<file path="src/rtl/i2c_regptr_slave.sv">
module i2c_regptr_slave #(
  parameter int PTR_W = 4,
  parameter logic [(1<<PTR_W)-1:0] RO_MASK = 16'h0003,
  parameter logic [7:0] RESET_CMD = 8'h06
) (
  input  logic             clk,
  input  logic             rst_n,
  input  logic             scl,
  input  logic             sda,
  input  logic [6:0]       dev_addr,
  output logic             sda_pull,
  output logic [PTR_W-1:0] reg_ptr,
  output logic             reg_wr,
  output logic [7:0]       reg_wdata,
  output logic             reg_rd,
  input  logic [7:0]       reg_rdata,
  output logic             sw_reset
);

  typedef enum logic [2:0] {S_IDLE, S_ADDR, S_CMD, S_WDATA, S_RDATA, S_GCALL, S_GCWAIT} st_t;

  st_t        st;
  logic       scl_q, sda_q, ack, gc_arm;
  logic [3:0] cnt;
  logic [6:0] sr;
  logic [7:0] tx;

  wire rise     = scl & ~scl_q;
  wire fall     = ~scl & scl_q;
  wire start    = scl & scl_q & sda_q & ~sda;
  wire stop     = scl & scl_q & ~sda_q & sda;
  wire [7:0] rx = {sr, sda};
  wire addr_hit = rx[7:1] == dev_addr;
  wire gc_hit   = rx == 8'h00;

  always_ff @(posedge clk) begin
    if (!rst_n) begin
      st <= S_IDLE; scl_q <= 1'b1; sda_q <= 1'b1; ack <= 1'b0; gc_arm <= 1'b0;
      cnt <= '0; sr <= '0; tx <= '0; sda_pull <= 1'b0; reg_ptr <= '0;
      reg_wr <= 1'b0; reg_wdata <= '0; reg_rd <= 1'b0; sw_reset <= 1'b0;
    end else begin
      scl_q <= scl; sda_q <= sda;
      reg_wr <= 1'b0; reg_rd <= 1'b0; sw_reset <= 1'b0;
      if (start) begin
        st <= S_ADDR; cnt <= '0; sda_pull <= 1'b0; gc_arm <= 1'b0; ack <= 1'b0;
      end else if (stop) begin
        st <= S_IDLE; sda_pull <= 1'b0; sw_reset <= gc_arm; gc_arm <= 1'b0;
      end else if (st != S_IDLE) begin
        if (rise) begin
          if (cnt != 4'd8) begin
            sr  <= rx[6:0];
            cnt <= cnt + 4'd1;
            if (cnt == 4'd7) begin
              case (st)
                S_ADDR: begin
                  if (addr_hit) begin ack <= 1'b1; st <= rx[0] ? S_RDATA : S_CMD; end
                  else if (gc_hit) begin ack <= 1'b1; st <= S_GCALL; end
                  else begin ack <= 1'b0; st <= S_IDLE; end
                end
                S_CMD: begin ack <= 1'b1; reg_ptr <= rx[PTR_W-1:0]; st <= S_WDATA; end
                S_WDATA: begin ack <= 1'b1; reg_wdata <= rx; reg_wr <= ~RO_MASK[reg_ptr]; end
                S_GCALL: begin
                  if (rx == RESET_CMD) begin ack <= 1'b1; gc_arm <= 1'b1; st <= S_GCWAIT; end
                  else begin ack <= 1'b0; st <= S_IDLE; end
                end
                S_GCWAIT: begin ack <= 1'b0; gc_arm <= 1'b0; st <= S_IDLE; end
                default: ack <= 1'b0;
              endcase
            end
          end else begin
            cnt <= '0;
            if (st == S_RDATA) begin
              if (ack || !sda) begin tx <= reg_rdata; reg_rd <= 1'b1; end
              else st <= S_IDLE;
            end
          end
        end else if (fall) begin
          if (cnt == 4'd8)         sda_pull <= ack;
          else if (st == S_RDATA)  sda_pull <= ~tx[3'd7 - cnt[2:0]];
          else                     sda_pull <= 1'b0;
        end
      end
    end
  end

endmodule

</file>
<file path="config.mk">
export PLATFORM = sky130hd
export DESIGN_NAME = i2c_regptr_slave
export DESIGN_NICKNAME = d
export VERILOG_FILES = /design/src/rtl/i2c_regptr_slave.sv
export SDC_FILE = /design/constraint.sdc
export NUM_CORES = 1
export LEC_CHECK = 0
export BUFFER_PORTS_ARGS = -buffer_cell sky130_fd_sc_hd__buf_2
export CORE_UTILIZATION = 58
export CTS_BUF_LIST = sky130_fd_sc_hd__clkbuf_2 sky130_fd_sc_hd__clkbuf_4 sky130_fd_sc_hd__clkbuf_8
export CTS_CLUSTER_SIZE = 8
export DETAILED_ROUTE_END_ITERATION = 6
export PLACE_DENSITY = 0.91
export SYNTH_ARGS = -nofsm -noshare
export SYNTH_HDL_FRONTEND = slang
export SYNTH_SLANG_ARGS = --single-unit
</file>
<file path="constraint.sdc">
create_clock -name clk -period 1.9 [get_ports clk]
set_input_delay 0.19 -clock clk [delete_from_list [all_inputs] [get_ports clk]]
set_output_delay 0.19 -clock clk [all_outputs]
set_load 0.05 [all_outputs]
</file>
Word-level counts from Yosys, hierarchy flattened
Memories as Yosys holds them, arrays and structs flattened. A register that Yosys moved wholly into a read port is not among the register bits.
Cells that the tools add are included.

word-level totals
  flip-flop bits (word level) = 42
  memory bits (read-only) = 16
  output and inout bits = 16
  memories = 1

memory list
  name             words  bits a word  read ports  clocked after Yosys merged registers in  wr ports  line  text
  (no name shown)  16     1            1           1                                        0         61    S_WDATA: begin ack <= 1'b1; reg_wdata <= rx; reg_wr <= ~RO_MASK[reg_ptr]; end

operators by class
  add/sub/neg operators = 2
  $lt $le $gt $ge = 2
  equality and inequality tests = 18
  multiplexer cells = 28
  bitwise gates (word level) = 22
  reduce and logical (&&, ||, !) cells = 25

operators with widths
  operator                                                                       number
  3-bit 2-to-1 mux                                                               8
  7-bit AND reduction                                                            3
  6-bit AND reduction                                                            3
  1-bit inverter                                                                 15
  1-bit 2-to-1 mux                                                               13
  4-bit 2-to-1 mux                                                               3
  3-bit one-hot mux with 4 select lines                                          1
  5-bit AND reduction                                                            2
  3-bit == test (second input constant)                                          3
  3-bit nonzero test                                                             3
  8-bit by 3-bit == test with 1-bit output (second input constant)               1
  8-bit zero test                                                                1
  4-bit inequality test (second input constant)                                  2
  8-bit OR reduction                                                             1
  1-bit bitwise AND                                                              7
  7-bit == test                                                                  1
  7-bit by 3-bit inequality test with 1-bit output (second input constant)       1
  7-bit OR reduction                                                             1
  3-bit by 2-bit == test with 1-bit output (second input constant)               2
  3-bit AND reduction                                                            2
  3-bit OR reduction                                                             2
  4-bit by 5-bit less-than comparator with 1-bit output (second input constant)  1
  5-bit by 1-bit inequality test with 1-bit output (second input constant)       1
  4-bit by 1-bit adder with 4-bit output (second input constant)                 1
  16 further kinds                                                               19

Longest topological paths before layout
  depth after elaboration = 10
  depth in mapped cells = 8
  mapped depth without buffers = 7

Worst setup path after synthesis
Ideal clock, no wire load.

  kind = reg2reg
  from = register cnt[0]
  to = register st[2]
  setup time = 0.059 ns
  arrival = 1.578 ns
  data required time = 1.841 ns
  slack = 0.264 ns
  stages on the path, launching flop included = 9
  buffers on the path = 1
  clock period less this slack = 1.636 ns
  path through = dfxtp_1 inv_1 ha_1 and3b_1 clkbuf_1 a22oi_1 nor2_1 o32ai_1 a31o_1

on the way
  cells in the longest elaborated chain, start to end = 3

ends and longest elaborated chain
  what                                                                                line    text
  from (decl)                                                                         24      logic [3:0] cnt;
  from (signal assigned)                                                              52      cnt <= cnt + 4'd1;
  4-bit inequality test or 4-bit by 3-bit == test with 1-bit output (tied branches)   50, 53
  5-bit by 1-bit inequality test with 1-bit output (no line) (tied with other cells)  --
  6-bit AND reduction (no line)                                                       --
  to (signal assigned)                                                                56      if (addr_hit) begin ack <= 1'b1; st <= rx[0] ? S_RDATA : S_CMD; end
  to (signal assigned)                                                                57      else if (gc_hit) begin ack <= 1'b1; st <= S_GCALL; end
  to (signal assigned)                                                                58      else begin ack <= 1'b0; st <= S_IDLE; end
  to (decl)                                                                           22      st_t st;

Several ways; a longest one is shown, not always the timed one.
A chain may end at the register's enable or synchronous reset.

Worst setup path in the final report
  from = register cnt[1]
  to = register st[2]

Same word-level chain as after synthesis.

==> impl_metrics.toml <==
[outcome]
status = "completed"

[detailed_routing]
initialDrtViolationCount = 120
wl_mm = 4.48
route.met3.wl_um = 310
ant_nets = 0
num_vias = 1758
wl_per_cell_um = 14.6
drt-vias-per-instance = 5.73
met2_length_mm = 2.20
drc = 0
met1_length_mm = 1.88
dr.max_layer_used = "met4"
firstDrtPassIters = 4

[yosys]
netlist_top_cells_area = "dfxtp_1 (40%), mux2i_1 (13%), nor2b_1 (9.1%)"
postSynthAreaPerCell_um2 = 9.60
synth_top_area_frac = 0.404
syn_nets = 243
syn_inst = 222
ys_seq_area_frac = 0.404
yosys.area.top_type = "dfxtp_1"
synth.distinct_cells = 43
ys_warn_count = 0
synth_area_mm2 = 0.00213
ys_ff_latch = 43

[global_routing]
overflow = 0
grt_pass1_vias = 1659
antenna_found_initial = 0
grt_max_degree = 21
grt_pass1_wl_mm = 7.51
grt.total_usage = 0.249

[power_and_ir_drop]
p_leak_nw = 1.06
vdd_drop_max_v = 0.000542
power_density_mw_per_mm2 = 655

[floorplanning]
die-area_mm2 = 0.00392
die_h_um = 62.6
pin_count = 35
fp.dieW_um = 62.6
core_mm2 = 0.00342
start_util = 0.624
num_rows = 21

[sta]
fmax_mhz = 561
post-route-period-util = 0.938
tightest_slew_ns = 0.395
setup_viol = 0
slew_headroom = 0.736
hold_viol = 0
maxSlewViolCount = 0
fin_skew_ns = 0.00382
fin_tns_setup_ns = 0
final.min_clock_period_ns = 1.78
rsz0062_at_grt = "no"

[cells_and_area]
drive_above_1_share = 0.241
fillers = 247
final_cell_mix = "dfxtp_1 (43), buf_2 (34), nor2b_1 (31)"
areaGrowthSynthToFinish_pct = 14.3
instances_no_fill = 307
final_nets = 282
final_common_cell = "dfxtp_1"
diodes = 0

[clock_tree]
cts_buffer_depth = 2
cts_sinks = 43
cts_root_buffer = "clkbuf_4"
cts_tree = "built"
numCtsBuffers = 5
htree_levels = 2
worstSkewPairLatency_ns = 0.37
cts_hold_buf = 0
clk_pin_slew_ns = 0.12

[placed_design]
gp_congestion = 0.903
hpwl_mm = 3.17
dp_cells = 300
portBuffers = 34

[worst_setup_path]
cp_max_fo = 6
max_stage_delay_ns = 0.45
cp_top_family = "compound AO/OA/AOI/OAI gates"
critPathBufInv = 1
start_kind = "flip-flop"
crit_chain = "inv_1 > ha_1 > and3b_1 > a22oi_1 > nor2_1 > o32ai_1 > a31o_1"
crit_slowest_cell = "dfxtp_1"
crit_required_ns = 2.22
path_class = "flip-flop to flip-flop"
worstPathArrival_ns = 2.10
endpoint_kind = "flip-flop"

[min_path]
hold_class = "primary input to flip-flop"

[job]
drv_cap = 0
## cells by family after synthesis
family,count (synthesis),share of synthesized area
AND/OR/NAND/NOR,89,0.249
buffers and inverters,20,0.0534
AO/OA/AOI/OAI,28,0.0869
flip-flops,43,0.404
adder cells (fa/ha/maj),2,0.0117
multiplexers,31,0.158
XOR/XNOR,9,0.0370
## Yosys cell counts (all sizes together)
| cell type | n |
|---|---|
| a22oi | 1 |
| or2 | 1 |
| ha | 2 |
| nor3b | 3 |
| o21ai | 6 |
| o31a | 1 |
| a311oi | 3 |
| a31oi | 2 |
| a211oi | 2 |
| nand3b | 3 |
| a21oi | 7 |
| nor2b | 31 |
| nor3 | 5 |
| inv | 6 |
| nor2 | 15 |
| or4 | 1 |
| o211ai | 2 |
| a22o | 1 |
| mux4 | 2 |
| a31o | 1 |
| and3 | 3 |
| mux2 | 1 |
| dfxtp | 43 |
| clkbuf | 5 |
| nand3 | 5 |
| and3b | 3 |
| mux2i | 28 |
| nand2b | 3 |
| nand2 | 9 |
| xor2 | 9 |
| nor4 | 3 |
| and2 | 1 |
| a32oi | 1 |
| buf | 9 |
| nand4 | 3 |
| o32ai | 1 |
## timing repair
item,4_1_cts,5_1_grt
endpoints found under the setup margin,0,9
gates resized for setup,0,3
buffers inserted,0,0
## through the flow
step | utilization | area (um2) | power [W] | setup slack (ns) | hold WS [ns]
after floorplan | - | 2130 | 0.00100 | 0.264 | 0.291
after global placement | 0.690 | 2360 | 0.00104 | 0.181 | 0.404
after detailed placement | 0.690 | 2360 | 0.00104 | 0.0797 | 0.412
after CTS | 0.712 | 2430 | 0.00160 | 0.0415 | 0.0589
after global routing | 0.714 | 2440 | 0.00165 | 0.000558 | 0.0544
final | 0.714 | 2440 | 0.00160 | 0.118 | 0.0713
## worst register-to-register path, cell delays in order (launching register included)
cell and delay, ns:
dfxtp_1 0.45, inv_1 0.07, ha_1 0.20, and3b_1 0.25
a22oi_1 0.23, nor2_1 0.10, o32ai_1 0.29, a31o_1 0.14
## final timing paths
| check | from | end | slack (ns) | cells after the start |
|---|---|---|---|---|
| worst min-delay path | reg_rdata[7] | tx[7] | 0.07 | 3 |
| worst max register to register | cnt[1] | st[2] | 0.12 | 7 |
| worst max-delay path | cnt[1] | st[2] | 0.12 | 7 |
| worst min register to register | flip-flop | reg_wr | 0.43 | 1 |
## final cells by class
class	instances	area, um2	area share
multi-input combinational	159	1160	0.476
timing repair buffer	46	260	0.107
clock inverter	2	37.5	0.0154
tap	46	57.6	0.0236
inverter	6	22.5	0.00924
sequential	43	861	0.353
clock buffer	5	37.5	0.0154
## routing by layer
metal | vias up | global-route usage
li1 | 859 | -
met1 | 826 | 0.301
met2 | 64 | 0.408
met3 | 9 | 0.0712
met4 | 0 | 0.113
met5 | - | 0
## state kept, by name (all words and copies together) (netlist names), 3 cells and up, named ones only
name	count
cnt	4
reg_ptr	4
reg_wdata	8
sr	7
st	3
tx	8
## power by group
part	internal (W)	leakage (nW)	switching [W]
sequential	0.000907	0.347	0.00000989
combinational	0.0000510	0.675	0.0000567
clock	0.000270	0.0373	0.000302
(Power assumes the default switching activity.)
